--- config.mk ---
export PLATFORM = sky130hd
export DESIGN_NAME = dsag_top
export DESIGN_NICKNAME = d
export VERILOG_FILES = /design/src/rtl/dsag_pkg.sv /design/src/rtl/dsag_ptr_file.sv /design/src/rtl/dsag_agen.sv /design/src/rtl/dsag_decode.sv /design/src/rtl/dsag_top.sv
export SDC_FILE = /design/constraint.sdc
export NUM_CORES = 1
export LEC_CHECK = 0
export ABC_CLOCK_PERIOD_IN_PS = 7700
export BUFFER_PORTS_ARGS = -buffer_cell sky130_fd_sc_hd__buf_2
export CORE_MARGIN = 2
export CORE_UTILIZATION = 50
export DETAILED_ROUTE_END_ITERATION = 6
export GPL_TIMING_DRIVEN = 1
export HOLD_SLACK_MARGIN = 0.03
export PLACE_DENSITY = 0.75
export SLEW_MARGIN = 20
export SYNTH_ARGS = -nofsm -noshare
export SYNTH_HDL_FRONTEND = slang
export SYNTH_SLANG_ARGS = --single-unit
export TNS_END_PERCENT = 100
--- constraint.sdc ---
create_clock -name clk -period 7.7 [get_ports clk]
set_input_delay 0.77 -clock clk [delete_from_list [all_inputs] [get_ports clk]]
set_output_delay 0.77 -clock clk [all_outputs]
set_load 0.05 [all_outputs]
--- src/rtl/dsag_pkg.sv ---
package dsag_pkg;
    typedef enum logic [2:0] {
        AM_DIRECT  = 3'd0,
        AM_IND     = 3'd1,
        AM_DISP    = 3'd2,
        AM_PREDEC  = 3'd3,
        AM_POSTINC = 3'd4,
        AM_SHORTIO = 3'd5
    } amode_e;

    typedef enum logic [2:0] {
        RG_NONE,
        RG_REG,
        RG_IO,
        RG_XIO,
        RG_SRAM
    } region_e;

    localparam int unsigned AW       = 16;
    localparam int unsigned NUM_PTR  = 3;
    localparam logic [1:0]  PTR_X    = 2'd0;
    localparam logic [1:0]  PTR_Y    = 2'd1;
    localparam logic [1:0]  PTR_Z    = 2'd2;
    localparam logic [AW-1:0] IO_BASE   = 16'h0020;
    localparam logic [AW-1:0] XIO_BASE  = 16'h0060;
    localparam logic [AW-1:0] SRAM_BASE = 16'h0100;
endpackage

--- src/rtl/dsag_ptr_file.sv ---
module dsag_ptr_file
    import dsag_pkg::*;
(
    input  logic                   clk,
    input  logic                   rst_n,
    input  logic                   ld_en,
    input  logic [1:0]             ld_sel,
    input  logic [AW-1:0]          ld_val,
    input  logic                   wb_en,
    input  logic [1:0]             wb_sel,
    input  logic [AW-1:0]          wb_val,
    output logic [NUM_PTR-1:0][AW-1:0] ptrs
);
    // Byte-wide model of the six upper working registers; pointer g is
    // the pair {reg[2g+1], reg[2g]}.
    localparam int unsigned NBYTES = 2 * NUM_PTR;
    logic [NBYTES-1:0][7:0] regs_q;

    for (genvar g = 0; g < NUM_PTR; g++) begin : g_ptr
        logic hit_wb, hit_ld;
        assign hit_wb = wb_en && (wb_sel == 2'(g));
        assign hit_ld = ld_en && (ld_sel == 2'(g));

        always_ff @(posedge clk or negedge rst_n) begin
            if (!rst_n) begin
                regs_q[2*g]   <= 8'h00;
                regs_q[2*g+1] <= 8'h00;
            end else if (hit_wb) begin
                regs_q[2*g]   <= wb_val[7:0];
                regs_q[2*g+1] <= wb_val[15:8];
            end else if (hit_ld) begin
                regs_q[2*g]   <= ld_val[7:0];
                regs_q[2*g+1] <= ld_val[15:8];
            end
        end

        assign ptrs[g] = {regs_q[2*g+1], regs_q[2*g]};
    end
endmodule

--- src/rtl/dsag_agen.sv ---
module dsag_agen
    import dsag_pkg::*;
(
    input  logic [2:0]                 mode,
    input  logic [1:0]                 ptr_sel,
    input  logic [5:0]                 disp,
    input  logic [AW-1:0]              dir_addr,
    input  logic [NUM_PTR-1:0][AW-1:0] ptrs,
    output logic [AW-1:0]              ea,
    output logic                       illegal,
    output logic                       upd,
    output logic [AW-1:0]              new_ptr
);
    logic [AW-1:0] base;
    logic          sel_ok;

    always_comb begin
        sel_ok = (ptr_sel != 2'd3);
        base   = sel_ok ? ptrs[ptr_sel] : '0;
    end

    always_comb begin
        ea      = '0;
        illegal = 1'b0;
        upd     = 1'b0;
        new_ptr = base;
        unique case (amode_e'(mode))
            AM_DIRECT: begin
                ea = dir_addr;
            end
            AM_IND: begin
                ea      = base;
                illegal = !sel_ok;
            end
            AM_DISP: begin
                ea      = base + {10'd0, disp};
                illegal = !((ptr_sel == PTR_Y) || (ptr_sel == PTR_Z));
            end
            AM_PREDEC: begin
                new_ptr = base - 16'd1;
                ea      = new_ptr;
                upd     = sel_ok;
                illegal = !sel_ok;
            end
            AM_POSTINC: begin
                ea      = base;
                new_ptr = base + 16'd1;
                upd     = sel_ok;
                illegal = !sel_ok;
            end
            AM_SHORTIO: begin
                ea = IO_BASE + {10'd0, dir_addr[5:0]};
            end
            default: begin
                illegal = 1'b1;
            end
        endcase
    end
endmodule

--- src/rtl/dsag_decode.sv ---
module dsag_decode
    import dsag_pkg::*;
#(
    parameter int unsigned SRAM_BYTES = 2048
)(
    input  logic [AW-1:0] ea,
    input  logic          block,
    output region_e       region,
    output logic [AW-1:0] offset,
    output logic          oor
);
    localparam logic [AW:0] SRAM_LAST = (AW+1)'(int'(SRAM_BASE) + SRAM_BYTES - 1);

    always_comb begin
        region = RG_NONE;
        offset = '0;
        oor    = 1'b0;
        if (block) begin
            region = RG_NONE;
        end else if (ea < IO_BASE) begin
            region = RG_REG;
            offset = ea;
        end else if (ea < XIO_BASE) begin
            region = RG_IO;
            offset = ea - IO_BASE;
        end else if (ea < SRAM_BASE) begin
            region = RG_XIO;
            offset = ea - XIO_BASE;
        end else if ({1'b0, ea} <= SRAM_LAST) begin
            region = RG_SRAM;
            offset = ea - SRAM_BASE;
        end else begin
            oor = 1'b1;
        end
    end
endmodule

--- src/rtl/dsag_top.sv ---
module dsag_top
    import dsag_pkg::*;
#(
    parameter int unsigned SRAM_BYTES = 2048
)(
    input  logic        clk,
    input  logic        rst_n,
    input  logic        acc_en_i,
    input  logic [2:0]  mode_i,
    input  logic [1:0]  ptr_sel_i,
    input  logic [5:0]  disp_i,
    input  logic [15:0] dir_addr_i,
    input  logic        ld_en_i,
    input  logic [1:0]  ld_sel_i,
    input  logic [15:0] ld_val_i,
    output logic [15:0] ea_o,
    output logic        sel_reg_o,
    output logic        sel_io_o,
    output logic        sel_xio_o,
    output logic        sel_sram_o,
    output logic        oor_o,
    output logic        illegal_o,
    output logic [15:0] offset_o,
    output logic        wb_en_o,
    output logic [1:0]  wb_sel_o,
    output logic [15:0] wb_val_o,
    output logic [15:0] ptr_x_o,
    output logic [15:0] ptr_y_o,
    output logic [15:0] ptr_z_o
);
    logic [NUM_PTR-1:0][AW-1:0] ptrs;
    logic [AW-1:0] ea, new_ptr;
    logic          illegal, upd;
    region_e       region;

    dsag_agen u_agen (
        .mode    (mode_i),
        .ptr_sel (ptr_sel_i),
        .disp    (disp_i),
        .dir_addr(dir_addr_i),
        .ptrs    (ptrs),
        .ea      (ea),
        .illegal (illegal),
        .upd     (upd),
        .new_ptr (new_ptr)
    );

    dsag_decode #(.SRAM_BYTES(SRAM_BYTES)) u_dec (
        .ea    (ea),
        .block (illegal),
        .region(region),
        .offset(offset_o),
        .oor   (oor_o)
    );

    assign wb_en_o  = acc_en_i && upd && !illegal;
    assign wb_sel_o = ptr_sel_i;
    assign wb_val_o = new_ptr;

    dsag_ptr_file u_ptr (
        .clk   (clk),
        .rst_n (rst_n),
        .ld_en (ld_en_i),
        .ld_sel(ld_sel_i),
        .ld_val(ld_val_i),
        .wb_en (wb_en_o),
        .wb_sel(wb_sel_o),
        .wb_val(wb_val_o),
        .ptrs  (ptrs)
    );

    assign ea_o       = ea;
    assign illegal_o  = illegal;
    assign sel_reg_o  = (region == RG_REG);
    assign sel_io_o   = (region == RG_IO);
    assign sel_xio_o  = (region == RG_XIO);
    assign sel_sram_o = (region == RG_SRAM);
    assign ptr_x_o    = ptrs[PTR_X];
    assign ptr_y_o    = ptrs[PTR_Y];
    assign ptr_z_o    = ptrs[PTR_Z];

    // region selects never overlap
    p_sel_onehot_r6: assert property (@(posedge clk) disable iff (!rst_n)
        $onehot0({sel_reg_o, sel_io_o, sel_xio_o, sel_sram_o}));

    // out of range keeps every select low
    p_oor_quiet_r7: assert property (@(posedge clk) disable iff (!rst_n)
        oor_o |-> !(sel_reg_o || sel_io_o || sel_xio_o || sel_sram_o));

    // displacement off X is illegal and never writes back
    p_disp_x_r3: assert property (@(posedge clk) disable iff (!rst_n)
        (mode_i == AM_DISP && ptr_sel_i == PTR_X) |-> (illegal_o && !wb_en_o && !sel_reg_o
            && !sel_io_o && !sel_xio_o && !sel_sram_o));

    // pre-decrement stores the address it used
    p_predec_wb_r4: assert property (@(posedge clk) disable iff (!rst_n)
        (wb_en_o && mode_i == AM_PREDEC) |=> (ptrs[$past(ptr_sel_i)] == $past(ea_o)));

    // post-increment stores the used address plus one
    p_postinc_wb_r5: assert property (@(posedge clk) disable iff (!rst_n)
        (wb_en_o && mode_i == AM_POSTINC) |=> (ptrs[$past(ptr_sel_i)] == $past(ea_o) + 16'd1));

    // short I/O always lands in the standard I/O window
    p_shortio_r8: assert property (@(posedge clk) disable iff (!rst_n)
        (mode_i == AM_SHORTIO) |-> (sel_io_o && !sel_xio_o));

    // no access and no load means pointers hold
    p_hold_r10: assert property (@(posedge clk) disable iff (!rst_n)
        (!acc_en_i && !ld_en_i) |=> $stable(ptrs));
endmodule

==> metrics.md <==
| Metric | Value |
|---|---|
| Num Clock Sinks | 48 |
| Setup crit start kind | input port |
| Largest net degree at the start of global routing | 49 |
| Worst rel slew slack | 29.3% |
| Vias in the first global route | ~5.7k |
| Crit Path Category | input port to output port |
| Worst skew pair latency | 310 ps |
| Global-route wire length before repair | ~29 mm |
| Max VDD drop | ~170 µV |
| Yosys warnings | 0 |
| Core box area | between 10000 and 15000 µm² |
| PortBufs | 151 |
| DIE HEIGHT | 110 µm |
| Die area | 12000 µm² |
| Share of layout cells above drive strength 1 | 29.6% |
| Worst EP arrival | 6370 ps |
| Seq/Total Area, Yosys | between 20% and 30% |
| R2R depth | 12 |
| #FFs+latches synth | 48 |
| Area delta synth->final | 16.1% |
| Worst Setup SP | ptr_sel_i[1] |
| DP HPWL | 14.3 mm |
| Leak | between 0.003 and 0.004 µW |
| Largest register FFs | 48 |
| Vias per cell | 6.22 |
| Setup TNS | 0 ps |
| Final Cell Area | 6490 µm² |
| Buffers inserted by post-CTS timing repair | 0 |
| ANT nets after route | 0 |
| Fin. Hold Viols | 0 |
| Finish-stage setup viols | 0 |
| Initial Util | 51.4% |
| Minimum clock period | 7140 ps |
| H-tree levels | 2 |
| Post-route DRC | 0 |
| WL final | between 15 and 20 mm |
| Placed Instance Area | 6400 µm² |
| Crit-path slowest cell | nor3b_1 |
| Post-synth top area cell | dfrtp_1 |
| Synth async-reset ratio | 100% |
| DR vias | 6104 |
| Max Buffers Root-to-Sink | 2 |
| Hold WC Path Type | input port to asynchronous set/reset pin |
| Worst Skew | 10.3 ps |
| Final GP Congestion | around 0.97 |
| R2R Setup Slk | approximately 4300 ps |
| Synth Instances | between 700 and 800 |
| Boundary Pins | between 150 and 200 |
| CP Cell Sequence | buf_2, ha_1, inv_1, a31oi_4, inv_2, ha_1, o21ai_0, o31ai_1, nor3b_1, o31a_1, a211oi_1, nor3b_2, ha_1, o211ai_1, nor4_1, nand4b_1, o211ai_1, and2_1, o211ai_1, a211oi_1, buf_2 |
| Antenna Cells | 0 |
| Period utilisation layout | 92.7% |
| Required @ worst endpoint | 6930 ps |
| GRT Total Usage | 30.6% |
| Routed WL per cell | 19.3 µm |
| Hold-fix buffers, CTS | 0 |
| Dominant cells by area after synthesis | dfrtp_1 (21%), mux2_2 (7.9%), nand2_1 (5.0%), o21ai_0 (4.9%), nor2_1 (4.6%) |
| FILL cells | 1004 |
| Worst-margin pin slew | 1060 ps |
| Pwr Density | 257 nW/µm² |
| Final Max Tran Viols | 0 |
| Post-cts sizing count | 0 |
| Total grt overflow | 0 |
| Die X | 110 µm |
| Max_cap viols | 0 |
| Post-synth EDFFs | 0 |
| Clock transition at path regs | 100 ps |
| RR Startpoint | u_ptr.ptrs[0]$_DFFE_PN0P_ |
| Mapped Area | between 5000 and 6000 µm² |
| Post-synth cell types | 85 |
| Synthesized area per cell | 7.84 µm² |
| Fmax | 140 MHz |
| Most common cell in the synthesized netlist | nand2_1 |
| FF-to-FF End | u_ptr.ptrs[14]$_DFFE_PN0P_ |
| Hold_ws | 466 ps |
| DR pass1 iterations | 5 |
| CTS tree | yes |
| Crit. End Element | output port |
| Std cell rows | 38 |
| Initial antenna violation count | 0 |
| Synth top cells by count | nand2_1 (75), nor2_1 (69), o21ai_0 (55), dfrtp_1 (48), a21oi_1 (44) |
| Initial drt markers | 614 |
| Cts bufs inserted | 5 |
| Top FF cell, synth | dfrtp_1 |
| Unrepaired setup endpoints after global routing | false |
| CP max FO | 21 |
| Outcome | finished, final reports clean |
| CTS Root Cell | clkbuf_8 |
| Slowest stage delay, CP | 410 ps |
| Yosys top cell area share | between 20% and 30% |
| Nets | 906 |
-- worst max-delay path: cells and delay by family --
kind                     cells  cell delay [ps]
adder cells (fa/ha/maj)      3             1050
AO/OA/AOI/OAI                9             1870
buffers and inverters        4             1060
AND/OR/NAND/NOR              5             1580
-- stage by stage --
stage,std cells,utilization (%),power [µW],setup WS [ps]
4_1_cts,981,59.6,1660,769
5_1_grt,981,59.6,1750,135
6_report,981,59.6,1670,559
3_3_place_gp,973,58.8,1490,1040
3_5_place_dp,973,58.8,1500,816
2_1_floorplan,714,-,1230,768
-- worst max path at each step --
stage / cells after the start / endpoint / slack [ps]
5_1_grt: 21 / offset_o[5] / 130
3_5_place_dp: 21 / offset_o[5] / 820
4_1_cts: 21 / offset_o[5] / 770
2_1_floorplan: 22 / offset_o[13] / 770
6_report: 21 / offset_o[13] / 560
3_3_place_gp: 21 / offset_o[15] / 1040
-- power by group --
part | leakage [µW] | switching, µW | internal [µW]
clock network | 0.0000404 | 95.0 | 64.5
registers | 0.000573 | 53.5 | 310
logic | 0.00255 | 824 | 320
total | 0.00316 | 973 | 695
-- kinds of logic (layout without fill, tap and decap cells) --
kind of cell | count (synthesis) | in the layout | synth area share, %
XOR/XNOR | 27 | 27 | 4.23
flip-flops | 48 | 48 | 21.5
AND/OR/NAND/NOR | 259 | 259 | 23.8
buffers and inverters | 82 | 209 | 6.87
multiplexers | 72 | 72 | 14.3
adder cells (fa/ha/maj) | 17 | 17 | 3.94
other | 1 | 2 | 0.0670
AO/OA/AOI/OAI | 207 | 207 | 25.3
-- metal layers --
layer / track usage, % / wire [µm] / share of wire [%] / up-vias
li1: - / - / - / 2855
met1: 42.3 / 8190 / 43 / 2909
met2: 50.1 / 9050 / 48 / 305
met3: 4.68 / 1340 / 7.1 / 35
met4: 7.23 / 337 / 1.8 / 0
met5: 0 / 0 / 0 / -
-- cells in the final DEF (no fill, tap or decap), types with 10 or more instances in the layout --
| cell type | count |
|---|---|
| a211oi_1 | 10 |
| dfrtp_1 | 48 |
| buf_4 | 14 |
| nor3_1 | 19 |
| mux2_2 | 39 |
| inv_1 | 32 |
| xnor2_1 | 16 |
| a21oi_1 | 44 |
| nand2_1 | 75 |
| o211ai_1 | 11 |
| nor2_1 | 69 |
| nand3_1 | 12 |
| xor2_1 | 11 |
| and3b_1 | 10 |
| mux2i_1 | 24 |
| o21ai_0 | 55 |
| ha_1 | 16 |
| buf_2 | 150 |
-- final cells by class --
| type | count | area (µm²) | share of cell area [%] |
|---|---|---|---|
| timing repair buffer | 164 | 856 | 13.2 |
| tap | 140 | 175 | 2.70 |
| clock inverter | 3 | 23.8 | 0.366 |
| sequential | 48 | 1200 | 18.5 |
| multi-input combinational | 584 | 4020 | 61.8 |
| inverter | 37 | 153 | 2.35 |
| clock buffer | 5 | 68.8 | 1.06 |
No activity file was read; power rests on OpenSTA's default activity.
